==> src/rtl/dnr_pkg.sv <==
package dnr_pkg;

  // Backoff growth on a refused beat: lift to the floor, else double up to the ceiling.
  function automatic int unsigned nack_step(input int unsigned cur,
                                            input int unsigned floor_v,
                                            input int unsigned ceil_v);
    int unsigned dbl;
    if (cur < floor_v) return floor_v;
    if (cur < ceil_v) begin
      dbl = cur * 2;
      return (dbl > ceil_v) ? ceil_v : dbl;
    end
    return cur;
  endfunction

endpackage

==> src/rtl/dnr_req_queue.sv <==
module dnr_req_queue #(
  parameter int DEPTH = 4,
  parameter type T = logic [7:0],
  localparam int PW = (DEPTH > 1) ? $clog2(DEPTH) : 1,
  localparam int CW = $clog2(DEPTH + 1)
) (
  input  logic          clk,
  input  logic          rst_n,
  input  logic          push_tail,
  input  T              tail_in,
  input  logic          push_head,
  input  T              head_in,
  input  logic          pop,
  output T              head_out,
  output logic [CW-1:0] count
);

  T              slots [DEPTH];
  logic [PW-1:0] rd_p, wr_p;

  function automatic logic [PW-1:0] p_inc(input logic [PW-1:0] p);
    return (p == PW'(DEPTH - 1)) ? '0 : p + 1'b1;
  endfunction

  function automatic logic [PW-1:0] p_dec(input logic [PW-1:0] p);
    return (p == '0) ? PW'(DEPTH - 1) : p - 1'b1;
  endfunction

  assign head_out = slots[rd_p];

  always_ff @(posedge clk) begin
    if (!rst_n) begin
      rd_p  <= '0;
      wr_p  <= '0;
      count <= '0;
    end else begin
      // head side: a refused beat replaces the popped slot or takes the slot before it
      if (push_head && pop) begin
        slots[rd_p] <= head_in;
      end else if (push_head) begin
        slots[p_dec(rd_p)] <= head_in;
        rd_p <= p_dec(rd_p);
      end else if (pop) begin
        rd_p <= p_inc(rd_p);
      end
      if (push_tail) begin
        slots[wr_p] <= tail_in;
        wr_p <= p_inc(wr_p);
      end
      count <= CW'(int'(count) + int'(push_tail) + int'(push_head) - int'(pop));
    end
  end

  a_r5_pop_nonempty: assert property (@(posedge clk) disable iff (!rst_n)
    pop |-> (count != '0));
  a_r4_no_overfill: assert property (@(posedge clk) disable iff (!rst_n)
    (count == CW'(DEPTH)) |-> !(push_tail || (push_head && !pop)));

endmodule

==> src/rtl/dnr_beat_gen.sv <==
module dnr_beat_gen #(
  parameter int ADDR_W = 32,
  parameter int LEN_W = 16,
  parameter int BEAT_BYTES = 8,
  parameter int SZ_W = 4
) (
  input  logic              clk,
  input  logic              rst_n,
  input  logic              load,
  input  logic [ADDR_W-1:0] load_addr,
  input  logic [LEN_W-1:0]  load_len,
  input  logic              space,
  output logic              push,
  output logic [ADDR_W-1:0] push_addr,
  output logic [SZ_W-1:0]   push_bytes,
  output logic              busy
);

  logic [ADDR_W-1:0] cur_addr;
  logic [LEN_W-1:0]  left;

  assign busy       = (left != '0);
  assign push       = busy && space;
  assign push_addr  = cur_addr;
  assign push_bytes = (left < LEN_W'(BEAT_BYTES)) ? SZ_W'(left) : SZ_W'(BEAT_BYTES);

  always_ff @(posedge clk) begin
    if (!rst_n) begin
      cur_addr <= '0;
      left     <= '0;
    end else if (load) begin
      cur_addr <= load_addr;
      left     <= load_len;
    end else if (push) begin
      cur_addr <= cur_addr + ADDR_W'(push_bytes);
      left     <= left - LEN_W'(push_bytes);
    end
  end

  a_r2_short_only_last: assert property (@(posedge clk) disable iff (!rst_n)
    (push && (push_bytes != SZ_W'(BEAT_BYTES))) |=> !busy);

endmodule

==> src/rtl/dnr_backoff.sv <==
module dnr_backoff
  import dnr_pkg::*;
#(
  parameter int unsigned MIN_BO = 1,
  parameter int unsigned MAX_BO = 2500
) (
  input  logic clk,
  input  logic rst_n,
  input  logic nack,
  input  logic ok,
  input  logic arm,
  output logic busy
);

  localparam int BW = $clog2(MAX_BO + 1);

  logic [BW-1:0] bo, tmr, bo_up;

  assign bo_up = BW'(nack_step(32'(bo), MIN_BO, MAX_BO));
  assign busy  = (tmr != '0);

  always_ff @(posedge clk) begin
    if (!rst_n) begin
      bo  <= '0;
      tmr <= '0;
    end else if (nack) begin
      bo  <= bo_up;
      tmr <= bo_up;
    end else begin
      if (ok) bo <= bo >> 2;
      if (arm) tmr <= bo;
      else if (tmr != '0) tmr <= tmr - 1'b1;
    end
  end

  a_r6_cap: assert property (@(posedge clk) disable iff (!rst_n)
    bo <= BW'(MAX_BO));
  a_r6_floor: assert property (@(posedge clk) disable iff (!rst_n)
    nack |=> (bo >= BW'(MIN_BO)));
  a_r9_shrink: assert property (@(posedge clk) disable iff (!rst_n)
    (ok && !nack) |=> (bo <= $past(bo)));
  a_r7_nack_arms: assert property (@(posedge clk) disable iff (!rst_n)
    nack |=> busy);

endmodule

==> src/rtl/dma_nack_requester.sv <==
module dma_nack_requester #(
  parameter int ADDR_W = 32,
  parameter int LEN_W = 16,
  parameter int BEAT_BYTES = 8,
  parameter int DEPTH = 4,
  parameter int unsigned MIN_BO = 1,
  parameter int unsigned MAX_BO = 2500,
  localparam int SZ_W = $clog2(BEAT_BYTES + 1)
) (
  input  logic              clk,
  input  logic              rst_n,
  input  logic              start,
  input  logic [ADDR_W-1:0] start_addr,
  input  logic [LEN_W-1:0]  xfer_len,
  output logic              done,
  output logic              req_valid,
  input  logic              req_ready,
  input  logic              req_retry,
  output logic [ADDR_W-1:0] req_addr,
  output logic [SZ_W-1:0]   req_bytes,
  input  logic              rsp_valid,
  input  logic              rsp_nack,
  input  logic [ADDR_W-1:0] rsp_addr,
  input  logic [SZ_W-1:0]   rsp_bytes
);

  localparam int CW = $clog2(DEPTH + 1);

  typedef struct packed {
    logic [ADDR_W-1:0] addr;
    logic [SZ_W-1:0]   bytes;
  } beat_t;

  logic [CW-1:0]     q_cnt, pend;
  beat_t             q_head;
  logic              gen_push, gen_busy, gen_space;
  logic [ADDR_W-1:0] gen_addr;
  logic [SZ_W-1:0]   gen_bytes;
  logic              wait_retry, tmr_busy;
  logic              active, load, fire, refuse, nack_in, ok_in, more_left;
  logic [LEN_W-1:0]  len_q, total;

  assign active    = gen_busy || (q_cnt != '0) || (pend != '0);
  assign load      = start && !active;
  assign gen_space = (int'(q_cnt) + int'(pend)) < DEPTH;
  assign req_valid = (q_cnt != '0) && !tmr_busy && !wait_retry;
  assign req_addr  = q_head.addr;
  assign req_bytes = q_head.bytes;
  assign fire      = req_valid && req_ready;
  assign refuse    = req_valid && !req_ready;
  assign nack_in   = rsp_valid && rsp_nack;
  assign ok_in     = rsp_valid && !rsp_nack;
  assign more_left = (int'(q_cnt) + int'(gen_push) + int'(nack_in) - int'(fire)) > 0;

  dnr_beat_gen #(
    .ADDR_W(ADDR_W), .LEN_W(LEN_W), .BEAT_BYTES(BEAT_BYTES), .SZ_W(SZ_W)
  ) u_gen (
    .clk(clk), .rst_n(rst_n), .load(load), .load_addr(start_addr),
    .load_len(xfer_len), .space(gen_space), .push(gen_push),
    .push_addr(gen_addr), .push_bytes(gen_bytes), .busy(gen_busy)
  );

  dnr_req_queue #(.DEPTH(DEPTH), .T(beat_t)) u_q (
    .clk(clk), .rst_n(rst_n),
    .push_tail(gen_push), .tail_in('{addr: gen_addr, bytes: gen_bytes}),
    .push_head(nack_in), .head_in('{addr: rsp_addr, bytes: rsp_bytes}),
    .pop(fire), .head_out(q_head), .count(q_cnt)
  );

  dnr_backoff #(.MIN_BO(MIN_BO), .MAX_BO(MAX_BO)) u_bo (
    .clk(clk), .rst_n(rst_n), .nack(nack_in), .ok(ok_in),
    .arm(fire && more_left), .busy(tmr_busy)
  );

  always_ff @(posedge clk) begin
    if (!rst_n) begin
      pend       <= '0;
      wait_retry <= 1'b0;
      len_q      <= '0;
      total      <= '0;
      done       <= 1'b0;
    end else begin
      if (fire && !rsp_valid)      pend <= pend + 1'b1;
      else if (!fire && rsp_valid) pend <= pend - 1'b1;

      if (refuse)         wait_retry <= 1'b1;
      else if (req_retry) wait_retry <= 1'b0;

      if (load) begin
        len_q <= xfer_len;
        total <= '0;
      end else if (ok_in) begin
        total <= total + LEN_W'(rsp_bytes);
      end

      done <= ok_in && (({1'b0, total} + (LEN_W + 1)'(rsp_bytes)) == {1'b0, len_q});
    end
  end

  a_r4_limit: assert property (@(posedge clk) disable iff (!rst_n)
    (int'(q_cnt) + int'(pend)) <= DEPTH);
  a_r4_rsp_owned: assert property (@(posedge clk) disable iff (!rst_n)
    rsp_valid |-> (pend != '0));
  a_r7_quiet_timer: assert property (@(posedge clk) disable iff (!rst_n)
    nack_in |=> !req_valid);
  a_r10_withdraw: assert property (@(posedge clk) disable iff (!rst_n)
    (req_valid && !req_ready) |=> !req_valid);
  a_r11_no_overrun: assert property (@(posedge clk) disable iff (!rst_n)
    total <= len_q);
  a_r11_single_pulse: assert property (@(posedge clk) disable iff (!rst_n)
    done |=> !done);
  a_r12_hold_len: assert property (@(posedge clk) disable iff (!rst_n)
    (start && active) |=> $stable(len_q));

endmodule

==> config.mk <==
export PLATFORM = sky130hd
export DESIGN_NAME = dma_nack_requester
export DESIGN_NICKNAME = d
export VERILOG_FILES = /design/src/rtl/dnr_pkg.sv /design/src/rtl/dnr_req_queue.sv /design/src/rtl/dnr_beat_gen.sv /design/src/rtl/dnr_backoff.sv /design/src/rtl/dma_nack_requester.sv
export SDC_FILE = /design/constraint.sdc
export NUM_CORES = 1
export LEC_CHECK = 0
export BUFFER_PORTS_ARGS = -buffer_cell sky130_fd_sc_hd__buf_2
export CAP_MARGIN = 20
export CORE_MARGIN = 2
export CORE_UTILIZATION = 65
export DETAILED_ROUTE_END_ITERATION = 16
export PLACE_DENSITY_LB_ADDON = 0.2
export SLEW_MARGIN = 20
export SYNTH_ARGS = -nofsm -noshare
export SYNTH_HDL_FRONTEND = slang
export SYNTH_HIERARCHICAL = 1
export SYNTH_SLANG_ARGS = --single-unit
==> constraint.sdc <==
create_clock -name clk -period 12.2 [get_ports clk]
set_input_delay 1.22 -clock clk [delete_from_list [all_inputs] [get_ports clk]]
set_output_delay 1.22 -clock clk [all_outputs]
set_load 0.1 [all_outputs]
-- After elaboration in Yosys (flattened, before gate mapping)
Memories as Yosys holds them, arrays and structs flattened. A register that Yosys moved wholly into a read port is not among the register bits.
Index checks and enable logic that the tools add are counted.
- input bits: 91
- flip-flop bits (word level): 116
- word-level logic and storage cells: 116
- output and inout port bits: 38
- memories: 1
- bits in writable memories: 144
- bits in read-only memories: 0
- bits in latches: 0
- memory list (name ; depth ; width ; read ports ; clocked after Yosys merged registers in ; wr ports ; RTL line ; RTL):
    u_q.slots ; 4 ; 36 ; 1 ; 1 ; 2 ; dnr_req_queue.sv:18 ; T slots [DEPTH];
- add/subtract/negate cells: 14
- multipliers: 0
- multiplexer cells: 42
- equal/unequal tests: 3
- divide/modulo/power cells: 0
- shift-type cells: 0
- reduce and logical (&&, ||, !) cells: 36
- $lt $le $gt $ge: 6
- bitwise operators: 2
- operators by type and width (kind ; count):
    12-bit 2-to-1 mux ; 9
    32-bit 2-to-1 mux ; 2
    36-bit 2-to-1 mux ; 1
    36-bit OR reduction ; 1
    32-bit by 2-bit adder with 32-bit output ; 1
    32-bit by 4-bit adder with 32-bit output ; 1
    32-bit by 1-bit greater-than comparator with 1-bit output (second input constant) ; 1
    16-bit 2-to-1 mux ; 2
    32-bit by 2-bit subtractor with 32-bit output ; 1
    16-bit by 4-bit adder with 17-bit output ; 1
    17-bit by 16-bit == test with 1-bit output ; 1
    1-bit 2-to-1 mux ; 17
    16-bit by 4-bit adder with 16-bit output ; 1
    16-bit by 4-bit less-than comparator with 1-bit output (second input constant) ; 1
    2-bit 2-to-1 mux ; 8
    16-bit nonzero test ; 1
    16-bit by 4-bit subtractor with 16-bit output ; 1
    13-bit by 12-bit greater-than comparator with 1-bit output (second input constant) ; 1
    1-bit logical AND ; 13
    12-bit by 1-bit less-than comparator with 1-bit output (second input constant) ; 1
    12-bit less-than comparator (second input constant) ; 1
    12-bit nonzero test ; 1
    12-bit by 1-bit subtractor with 12-bit output (second input constant) ; 1
    2-bit nonzero test ; 5
    other kinds (17) ; 30

-- Depth between registers and ports, before layout
Gate-level depths: netlist of the first run.
- depth after elaboration: 11
- mapped depth: 23

-- Modules after synthesis
Netlist of the first run, hierarchy kept.
- modules (own cells, without submodules) (module ; cells each ; area an instance (sq um) ; instances):
    dnr_req_queue ; 413 ; 8066.5 ; 1
    dnr_beat_gen ; 354 ; 2870.3 ; 1
    dma_nack_requester ; 298 ; 2421.1 ; 1
    dnr_backoff ; 228 ; 1747.9 ; 1

-- Least setup slack after synthesis of the first run
OpenSTA, ideal clock, no wires.
- path type: register -> register
- from: register u_bo.tmr[4]
- to: memory u_q/slots[1][0] in the netlist's numbering, enable pin
- setup time: 479 ps
- stages on the path, launching flop included: 14
- arrival: 6888 ps
- required time: 11721 ps
- slack: 4833 ps
- path through: dfxtp_1 -> buf_6 -> nor4_4 -> and4_1 -> buf_4 -> inv_1 -> nor3_1 -> and2_1 -> inv_1 -> ha_1 -> clkbuf_1 -> nor3b_1 -> a21oi_1 -> o21ai_0
- RTL lines (element ; RTL line ; RTL):
    from (decl) ; dnr_backoff.sv:17 ; logic [BW-1:0] bo, tmr, bo_up;
    from (signal assigned) ; dnr_backoff.sv:28 ; tmr <= bo_up;
    from (signal assigned) ; dnr_backoff.sv:31 ; if (arm) tmr <= bo;
    from (signal assigned) ; dnr_backoff.sv:32 ; else if (tmr != '0) tmr <= tmr - 1'b1;
    to (decl) ; dnr_req_queue.sv:18 ;

-- Final worst setup path of the first run
- from: register u_gen.left[6]
- to: register u_bo.tmr[2]
- word-level cells in the longest chain between the ends: 9
- ends and longest elaborated chain (element ; RTL line ; RTL):
    from (decl) ; dnr_beat_gen.sv:20 ; logic [LEN_W-1:0] left;
    from (signal assigned) ; dnr_beat_gen.sv:33 ; left <= load_len;
    from (signal assigned) ; dnr_beat_gen.sv:36 ; left <= left - LEN_W'(push_bytes);
    16-bit nonzero test * ; dnr_beat_gen.sv:22 ; assign busy = (left != '0);
    1-bit logical AND * ; dnr_beat_gen.sv:23 ; assign push = busy && space;
    named net gen_push ; dma_nack_requester.sv:36 ; logic gen_push, gen_busy, gen_space;
    3-bit by 1-bit adder with 4-bit output * ; n/a ;
    32-bit by 2-bit adder with 32-bit output * ; n/a ;
    32-bit by 2-bit subtractor with 32-bit output * ; n/a ;
    32-bit by 1-bit greater-than comparator with 1-bit output * ; dma_nack_requester.sv:53 ; assign more_left = (int'(q_cnt) + int'(gen_push) + int'(nack_in) - int'(fire)) > 0;
    1-bit logical AND * ; dma_nack_requester.sv:72 ; .arm(fire && more_left), .busy(tmr_busy)
    12-bit 2-to-1 mux ; dnr_backoff.sv:31 ;
    12-bit 2-to-1 mux ; dnr_backoff.sv:26 ; end else if (nack) begin
The timed path passes the listed nets; every way through them passes the cells marked *.
A chain may end at the register's enable or synchronous reset.

==> impl_metrics.csv, run 1 <==
group,metric,value,unit
placed_design,gp_congestion,0.8887,
clock_tree,clkTransAtPathRegs,60,ps
yosys,synth-edff-count,144,
clock_tree,cts_resized,0,
clock_tree,clock-sinks,262,
floorplan,die_w,156.4,µm
floorplan,start_util,0.6652,
setup_path,ff2ff_setup_slack,6690,ps
placed_design,dp_slack,6710,ps
sta,tightest_slew,1089,ps
layout,final_cell_mix,"edfxtp_1, buf_2, dfxtp_1, mux2_4, nand2_1",
clock_tree,cts_root_buffer,"clkbuf_16",
setup_path,crit_required,12620,ps
global_routing,gr-total-overflow,0,
clock_tree,cts_tree,"built",
global_routing,grt_pass1_vias,10560,
sta,rsz0062_at_grt,"false",
layout,finish.utilization,0.7323,
floorplan,core,22710,µm²
sta,final.setup.worst_slack,6685,ps
layout,final_common_cell,"edfxtp_1",
yosys,synth_nets,1418,
layout,fin_nets,1503,
clock_tree,cts_hold_buf,0,
setup_path,crit_path_end_kind,"flop",
global_routing,grt_max_degree,89,
sta,holdWs,462.7,ps
detailed_routing,drcViolationCount,0,
layout,area_growth,10.09,%
layout,drive_gt1_frac,0.2914,
placed_design,dp_hpwl,22230,µm
floorplan,io_pins,129,
clock_tree,cts_buffers,28,
detailed_routing,drt_wl_total,34520,µm
detailed_routing,first_pass_iters,6,
hold_path,hold_path.class,"flop to flop",
detailed_routing,wl_per_cell,20.47,µm
sta,fmax,181.3,MHz
sta,slew_headroom,0.2713,
setup_path,endpoint,"u_bo/tmr[2]",
sta,finalSetupViolations,0,
pwr,irDropWorstVdd,0.1434,mV
yosys,synth_flop_cell,"edfxtp_1",
pwr,p_leak,0.006352,µW
pwr,p_per_area,232.6,nW/µm²
detailed_routing,vias,10780,
floorplan,fp.dieArea,24480,µm²
pwr,power,3869,µW
setup_path,r2r-start,"u_gen/left[6]",
floorplan,die_h,156.4,µm
clock_tree,clockBufferDepth,3,
setup_path,r2r_end,"u_bo/tmr[2]",
detailed_routing,drt_iter0_drc,790,
run_status,status,"complete, no violations",
yosys,async_flop_share,0,
sta,finalSetupTns,0,ps
clock_tree,htreeDepth,1,
sta,period_share,0.4520,
yosys,synth-seq-cells,262,
yosys,syn_area,15110,µm²
layout,fillers,1541,
setup_path,cp_max_fo,28,
yosys,seq_area_frac_synth,0.4426,
sta,finalHoldViolCount,0,
yosys,avgSynthCellArea,11.68,µm²
setup_path,reg2reg_depth,19,
detailed_routing,final_antenna_net_count,0,
floorplan,row_count,55,
placed_design,portBuffers,128,
setup_path,path_class,"flop to flop",
detailed_routing,drt-vias-per-instance,6.393,
global_routing,grt_pass1_wl,54900,µm
sta,skew,11.87,ps
yosys,ys_types,90,
global_routing,grt_use_total,0.2811,
setup_path,startpoint,"u_gen/left[6]",
setup_path,worst_setup_path_start_kind,"flop",
run,drv_cap,0,
setup_path,arrival,5940,ps
sta,min_period,5515,ps
yosys,ys_warn_count,6,
sta,drv_slew,0,
yosys,syn_inst,1293,
clock_tree,postCtsSetupBuffers,0,
clock_tree,worstSkewPairLatency,560,ps
global_routing,antenna_found_initial,0,
[per-stage QoR]
step	cell area, µm²	instances
2_1_floorplan	15110	1293
3_3_place_gp	15670	1633
3_5_place_dp	15670	1633
4_1_cts	16620	1685
5_1_grt	16630	1685
6_report	16630	1686
[critical path, cell delays in order, from the launching register on]
cell	delay, ps
dfxtp_1	360
or4_4	580
nor4_4	400
inv_2	240
o21ai_4	410
inv_1	480
inv_1	160
ha_1	250
fa_1	410
fa_1	410
nor2_1	90
o21ai_0	80
o21ai_0	70
nand3_1	110
o31ai_1	210
a21boi_1	90
buf_4	230
or2_2	310
o21ai_2	390
a211oi_1	90
[power by group]
part	leakage (µW)	internal (µW)	total, µW	switching, µW
logic	0.00361	574	1740	1160
registers	0.00228	1140	1270	128
clock network	0.000463	512	864	352
[area by class of cell]
class | count | area [µm²] | area share
multi-input combinational | 890 | 7701 | 0.4631
sequential | 262 | 6689 | 0.4022
clock buffer | 38 | 778.2 | 0.04680
timing repair buffer | 138 | 715.7 | 0.04304
tap | 285 | 356.6 | 0.02144
inverter | 58 | 217.7 | 0.01309
clock inverter | 14 | 168.9 | 0.01016
antenna | 1 | 2.502 | 0.0001505
[registers in the layout, indices dropped and copies added, names as in the netlist, named ones only]
register / cells
done: 1
len_q: 16
pend: 3
total: 16
u_bo/bo: 12
u_bo/tmr: 12
u_gen/left: 16
u_gen/push_addr: 32
u_q/count: 3
u_q/rd_p: 2
u_q/slots: 144
u_q/wr_p: 2
wait_retry: 1
[metal layers]
layer / wire (µm) / track usage / vias up
li1: - / - / 5104
met1: 15010 / 0.3810 / 5258
met2: 16780 / 0.4724 / 354
met3: 1842 / 0.03600 / 62
met4: 884 / 0.09087 / 0
met5: 0 / 0 / -
[synthesized netlist by cell type, types with 8 or more instances]
| cell | number | area, µm² |
|---|---|---|
| o31ai_1 | 29 | 217.7 |
| and2_1 | 11 | 68.82 |
| or4_1 | 30 | 225.2 |
| o21ai_0 | 71 | 355.3 |
| buf_6 | 26 | 292.8 |
| nand4_1 | 18 | 112.6 |
| a211oi_1 | 8 | 60.06 |
| ha_1 | 27 | 337.8 |
| edfxtp_1 | 144 | 4324 |
| nor4_1 | 11 | 68.82 |
| a31oi_1 | 36 | 225.2 |
| nor2_1 | 50 | 187.7 |
| a21boi_0 | 20 | 150.1 |
| clkbuf_1 | 41 | 153.9 |
| o211ai_1 | 10 | 75.07 |
| nand3_1 | 17 | 85.08 |
| inv_1 | 56 | 210.2 |
| a21oi_1 | 58 | 290.3 |
| nor3_1 | 19 | 95.09 |
| a21o_1 | 14 | 105.1 |
| mux2_2 | 28 | 315.3 |
| xnor2_1 | 31 | 271.5 |
| mux2_4 | 116 | 1742 |
| dfxtp_1 | 118 | 2362 |
| or3_1 | 15 | 93.84 |
| mux4_2 | 36 | 810.8 |
| nand2_1 | 86 | 322.8 |
| xor2_1 | 14 | 122.6 |
[logic make-up after synthesis]
family	after synthesis	share of synthesized area
flip-flops	262	0.4426
AND/OR/NAND/NOR	323	0.1235
other	1	0.0002483
multiplexers	182	0.1912
adder cells (fa/ha/maj)	34	0.03164
buffers and inverters	141	0.05036
AO/OA/AOI/OAI	305	0.1344
XOR/XNOR	45	0.02609
[how the worst min path moves through the flow]
| stage | start | end | slack, ps | cells past startpoint |
|---|---|---|---|---|
| 3_5_place_dp | total[2] | total[2] | 460 | 2 |
| 3_3_place_gp | total[0] | total[0] | 450 | 2 |
| 5_1_grt | total[2] | total[2] | 480 | 2 |
| 6_report | total[2] | total[2] | 460 | 2 |
| 4_1_cts | total[2] | total[2] | 460 | 2 |
| 2_1_floorplan | total[0] | total[0] | 440 | 2 |
Note: power is estimated with default switching activity, not from simulation.
==> inputs of run 2 (changes only) <==
--- a/config.mk
+++ b/config.mk
@@ -8,7 +8,7 @@
 export BUFFER_PORTS_ARGS = -buffer_cell sky130_fd_sc_hd__buf_2
 export CAP_MARGIN = 20
 export CORE_MARGIN = 2
-export CORE_UTILIZATION = 65
+export CORE_UTILIZATION = 61
 export DETAILED_ROUTE_END_ITERATION = 16
 export PLACE_DENSITY_LB_ADDON = 0.2
 export SLEW_MARGIN = 20
==> constraint.sdc (replaced) <==
create_clock -name clk -period 5.1 [get_ports clk]
set_input_delay 0.51 -clock clk [delete_from_list [all_inputs] [get_ports clk]]
set_output_delay 0.51 -clock clk [all_outputs]
set_load 0.1 [all_outputs]
==> run 2 against run 1 <==
Final cell count increased by 3.1%. Maximum frequency increased by 19%. Largest cell class unchanged. Highest routed layer is now met5. First-iteration DRC count increased by 20%. Non-clock buffer count increased by 12. Die area increased by 6.4%. Clock skew increased by 9.5 ps. Clock power increased to 2.8 times the previous value. Sequential power increased by 140%. Flip-flop and latch count unchanged. Via count increased by 2.2%.
==> impl_metrics.csv, run 2 (synthesis results as in run 1) <==
group,metric,value,unit
layout,area_growth,12.41,%
detailed_routing,wl_met2,17880,µm
setup_path,crit_path_end_kind,"flop",
global_routing,antenna_found_initial,2,
sta,finalSetupViolations,0,
placed_design,gp_congestion,0.8863,
clock_tree,htreeDepth,1,
layout,finish.utilization,0.6982,
global_routing,grt_use_total,0.2712,
clock_tree,cts_buffers,29,
setup_path,path_class,"flop to flop",
setup_path,critPathBufInv,1,
setup_path,startpoint,"u_bo/tmr[4]",
hold_path,hold_path.class,"primary input to flop",
floorplan,fp.dieArea,26040,µm²
floorplan,io_pins,129,
pwr,irDropWorstVdd,0.4049,mV
sta,skew,21.33,ps
sta,min_period,4626,ps
clock_tree,cts_root_buffer,"clkbuf_16",
clock_tree,postCtsSetupBuffers,0,
clock_tree,worstSkewPairLatency,560,ps
detailed_routing,first_pass_iters,5,
detailed_routing,top_layer,"met5",
global_routing,grt_pass1_wl,56500,µm
sta,holdWs,219.3,ps
sta,period_share,0.9070,
layout,drive_gt1_frac,0.3041,
run,drv_cap,0,
clock_tree,cts_resized,0,
run_status,status,"complete, no violations",
clock_tree,cts_tree,"built",
sta,fmax,216.2,MHz
sta,finalHoldViolCount,0,
floorplan,start_util,0.6211,
setup_path,crit_required,5500,ps
detailed_routing,final_antenna_net_count,0,
sta,tightest_slew,1029,ps
layout,design_area,16980,µm²
placed_design,portBuffers,128,
setup_path,cp_cell_sequence,"nor4_4 > and4_1 > inv_1 > nor3_4 > and2_1 > ha_1 > fa_1 > fa_1 > nor2_1 > o21ai_0 > o21ai_0 > nand3_1 > o31ai_1 > a21boi_1 > or2_2 > o21ai_2 > a211oi_1",
placed_design,dpl_cell_area,15850,µm²
setup_path,critPathSlowestCell,"and4_1",
floorplan,row_count,57,
sta,drv_slew,0,
global_routing,gr-total-overflow,0,
floorplan,die_h,161.4,µm
detailed_routing,wl_per_cell,20.79,µm
setup_path,worst_setup_path_start_kind,"flop",
detailed_routing,vias,11020,
sta,slew_headroom,0.3140,
clock_tree,cts_hold_buf,0,
layout,fin_nets,1516,
setup_path,arrival,5030,ps
clock_tree,clkTransAtPathRegs,60,ps
detailed_routing,drt_iter0_drc,951,
pwr,p_per_area,569.6,nW/µm²
detailed_routing,wl_met3,2279,µm
sta,rsz0062_at_grt,"false",
setup_path,slowest_delay,440,ps
detailed_routing,met1_length,15280,µm
pwr,p_leak,0.006494,µW
global_routing,grt_pass1_vias,10450,
detailed_routing,drcViolationCount,0,
setup_path,path_delay_family,"simple AND/OR/NAND/NOR gates",
floorplan,die_w,161.4,µm
placed_design,dp_hpwl,23100,µm
clock_tree,clock-sinks,262,
sta,finalSetupTns,0,ps
layout,largest_register_ffs,144,
detailed_routing,drt_wl_total,36150,µm
global_routing,grt_max_degree,73,
layout,top_register,"u_q/slots",
floorplan,core,24320,µm²
setup_path,r2r-start,"u_bo/tmr[4]",
clock_tree,clockBufferDepth,3,
setup_path,cp_max_fo,10,
hold_path,min_from,"xfer_len[12]",
detailed_routing,drt-vias-per-instance,6.337,
layout,final_common_cell,"edfxtp_1",
layout,final_cell_mix,"edfxtp_1, buf_2, dfxtp_1, mux2_4, nand2_1",
==> run 2: cell count changes in the layout (fill, tap and decap cells not counted), sizes merged <==
cell / delta
clkinvlp: +3
inv: +2
bufinv: +4
buf: +12
clkinv: -7
==> run 2: per-layer routing <==
metal  vias up  global-route usage
met5         -                   0
met2       417              0.4699
met3        55             0.03416
met1      5414              0.3670
li1       5132                   -
met4         2             0.06047
==> run 2: worst reg2reg max path, stage by stage, from the launching register on <==
cell and delay, ps:
dfxtp_1 390, nor4_4 410, and4_1 440, inv_1 200
nor3_4 190, and2_1 280, ha_1 290, fa_1 400
fa_1 400, nor2_1 80, o21ai_0 80, o21ai_0 80
nand3_1 110, o31ai_1 210, a21boi_1 110, or2_2 300
o21ai_2 430, a211oi_1 80
==> run 2: final timing paths <==
path / endpoint / slack [ps] / depth (start not counted)
setup / recovery: u_bo/tmr[2] / 470 / 17
hold / removal: len_q[12] / 220 / 3
setup reg to reg: u_bo/tmr[2] / 470 / 17
hold reg to reg: total[2] / 460 / 2
==> run 2: area by class of cell <==
type	instances	area, µm²
multi-input combinational	890	7712
clock buffer	38	840.8
antenna	1	2.502
tap	324	405.4
timing repair buffer	150	830.8
clock inverter	16	281.5
inverter	58	217.7
sequential	262	6689
fill	1754	7340
==> run 2: metrics by stage <==
stage	total power (µW)	setup WS, ps	std cells
4_1_cts	9691	503.4	1738
5_1_grt	10080	4.451	1739
2_1_floorplan	6519	75.77	1293
3_3_place_gp	7168	628.8	1684
6_report	9673	474.5	1739
3_5_place_dp	7252	524.6	1684
==> run 2: power breakdown <==
group          internal (µW)  total (µW)  leakage (µW)  switching, µW
Sequential              2720        3070       0.00228            348
Combinational           1410        4210       0.00367           2800
Clock                   1520        2390      0.000541            875
==> inputs of run 3 (changes only) <==
--- a/config.mk
+++ b/config.mk
@@ -10,6 +10,7 @@
 export CORE_MARGIN = 2
 export CORE_UTILIZATION = 61
 export DETAILED_ROUTE_END_ITERATION = 16
+export MAX_ROUTING_LAYER = met4
 export PLACE_DENSITY_LB_ADDON = 0.2
 export SLEW_MARGIN = 20
 export SYNTH_ARGS = -nofsm -noshare
==> run 3 against run 2 <==
Critical path depth did not move. Clock skew rose by 0.71 ps. Critical endpoint unchanged. Critical path type unchanged. First-iteration DRC count fell by 4.2%. Highest routed layer is now met4. Count of clock-buffer cells in the layout did not move. Largest cell class unchanged. Clock power barely moved. Sequential share of layout area barely moved.
==> impl_metrics.csv, run 3 (synthesis results as in run 1) <==
group,metric,value,unit
detailed_routing,drcViolationCount,0,
setup_path,path_class,"flop to flop",
layout,largest_register_ffs,144,
clock_tree,clkTransAtPathRegs,60,ps
global_routing,gr-total-overflow,0,
layout,fin_nets,1516,
setup_path,slowest_delay,430,ps
pwr,seqPwrFrac,0.317,
sta,tightest_slew,1045,ps
pwr,p_clk_frac,0.248,
setup_path,critPathSlowestCell,"and4_1",
detailed_routing,drt_iter0_drc,911,
setup_path,r2r-start,"u_bo/tmr[4]",
clock_tree,cts_resized,0,
pwr,netSwitchingPower,4023,µW
hold_path,hold_path.class,"primary input to flop",
pwr,p_leak,0.006494,µW
detailed_routing,first_pass_iters,6,
clock_tree,cts_tree,"built",
global_routing,grt_pass1_vias,10440,
setup_path,worst_setup_path_start_kind,"flop",
floorplan,row_count,57,
setup_path,reg2reg_depth,17,
detailed_routing,drt-vias-per-instance,6.303,
setup_path,cp_max_fo,10,
sta,fmax,216.9,MHz
detailed_routing,final_antenna_net_count,0,
sta,finalSetupViolations,0,
sta,period_share,0.9039,
sta,rsz0062_at_grt,"false",
floorplan,core,24320,µm²
setup_path,critPathBufInv,1,
sta,drv_slew,0,
setup_path,crit_path_end_kind,"flop",
sta,finalHoldViolCount,0,
clock_tree,worstSkewPairLatency,560,ps
setup_path,endpoint,"u_bo/tmr[2]",
global_routing,grt_pass1_wl,56610,µm
clock_tree,postCtsSetupBuffers,0,
clock_tree,cts_hold_buf,0,
floorplan,io_pins,129,
sta,slew_headroom,0.3032,
global_routing,grt_max_degree,73,
layout,final_cell_mix,"edfxtp_1, buf_2, dfxtp_1, mux2_4, nand2_1",
setup_path,r2r_end,"u_bo/tmr[2]",
layout,finish.utilization,0.6984,
setup_path,crit_required,5500,ps
detailed_routing,drt_wl_total,36110,µm
floorplan,fp.dieArea,26040,µm²
pwr,p_per_area,569.3,nW/µm²
setup_path,ff2ff_setup_slack,490,ps
floorplan,die_w,161.4,µm
setup_path,startpoint,"u_bo/tmr[4]",
layout,top_register,"u_q/slots",
layout,area_growth,12.44,%
clock_tree,cts_buffers,29,
detailed_routing,wl_per_cell,20.74,µm
setup_path,path_depth,17,
floorplan,start_util,0.6211,
setup_path,cp_cell_sequence,"nor4_4 > and4_1 > inv_1 > nor3_4 > and2_1 > ha_1 > fa_1 > fa_1 > nor2_1 > o21ai_0 > o21ai_0 > nand3_1 > o31ai_1 > a21boi_1 > or2_2 > o21ai_2 > a211oi_1",
global_routing,grt_use_total,0.2799,
clock_tree,cts_root_buffer,"clkbuf_16",
sta,min_period,4610,ps
clock_tree,clock-sinks,262,
layout,drive_gt1_frac,0.3041,
setup_path,arrival,5010,ps
clock_tree,htreeDepth,1,
pwr,irDropWorstVdd,0.4036,mV
layout,final_common_cell,"edfxtp_1",
pwr,swShare,0.4160,
detailed_routing,vias,10970,
clock_tree,clockBufferDepth,3,
placed_design,gp_congestion,0.9011,
hold_path,min_path_cells,3,
placed_design,portBuffers,128,
global_routing,antenna_found_initial,2,
sta,skew,22.04,ps
setup_path,path_delay_family,"simple AND/OR/NAND/NOR gates",
pwr,p_comb_frac,0.435,
run,drv_cap,0,
pwr,p_int,5648,µW
run_status,status,"complete, no violations",
sta,finalSetupTns,0,ps
floorplan,die_h,161.4,µm
placed_design,dp_hpwl,23100,µm
==> run 3: cell types whose count changed in the layout (fill, tap and decap cells not counted) <==
cell	delta
diode_2	+2
==> run 3: power groups by stage <==
stage                     Clock (µW)  Combinational (µW)  Sequential [µW]
after global placement             0                4100             3070
after detailed placement           0                4150             3100
after global routing            2510                4450             3120
after CTS                       2430                4200             3060
after floorplan                    0                3570             2950
final                           2400                4210             3070
==> run 3: metal layers <==
layer,wire length [µm],vias to the layer above,share of wire,global-route usage
met4,690,0,0.019,0.06006
met3,2276,52,0.063,0.03159
li1,-,5141,-,-
met1,15230,5386,0.42,0.3703
met5,0,-,0,-
met2,17910,395,0.50,0.4701
==> run 3: cell type report <==
| type | instances | area, µm² |
|---|---|---|
| antenna | 3 | 7.507 |
| timing repair buffer | 150 | 830.8 |
| sequential | 262 | 6689 |
| multi-input combinational | 890 | 7712 |
| tap | 324 | 405.4 |
| inverter | 58 | 217.7 |
| clock buffer | 38 | 840.8 |
| fill | 1752 | 7335 |
| clock inverter | 16 | 281.5 |
==> run 3: worst min path at each step <==
stage,from,end
after detailed placement,total[2],total[2]
final,xfer_len[12],len_q[12]
after global routing,xfer_len[12],len_q[12]
after CTS,xfer_len[12],len_q[12]
after floorplan,total[0],total[0]
after global placement,total[0],total[0]
==> run 3: tightest hold or removal path, cell delays in order <==
cell and delay (ps):
buf_2 100, nand2_1 40, a21boi_0 60
==> run 3: per-stage QoR <==
stage	cells	worst slack (ps)	hold WS, ps	cell area [µm²]	total power [µW]
2_1_floorplan	1293	75.77	440.0	15120	6519
3_3_place_gp	1684	628.8	447.9	15850	7168
3_5_place_dp	1684	524.6	453.1	15850	7252
4_1_cts	1738	503.4	197.4	16970	9691
5_1_grt	1740	4.451	210.6	16980	10080
6_report	1741	490.3	215.5	16990	9670
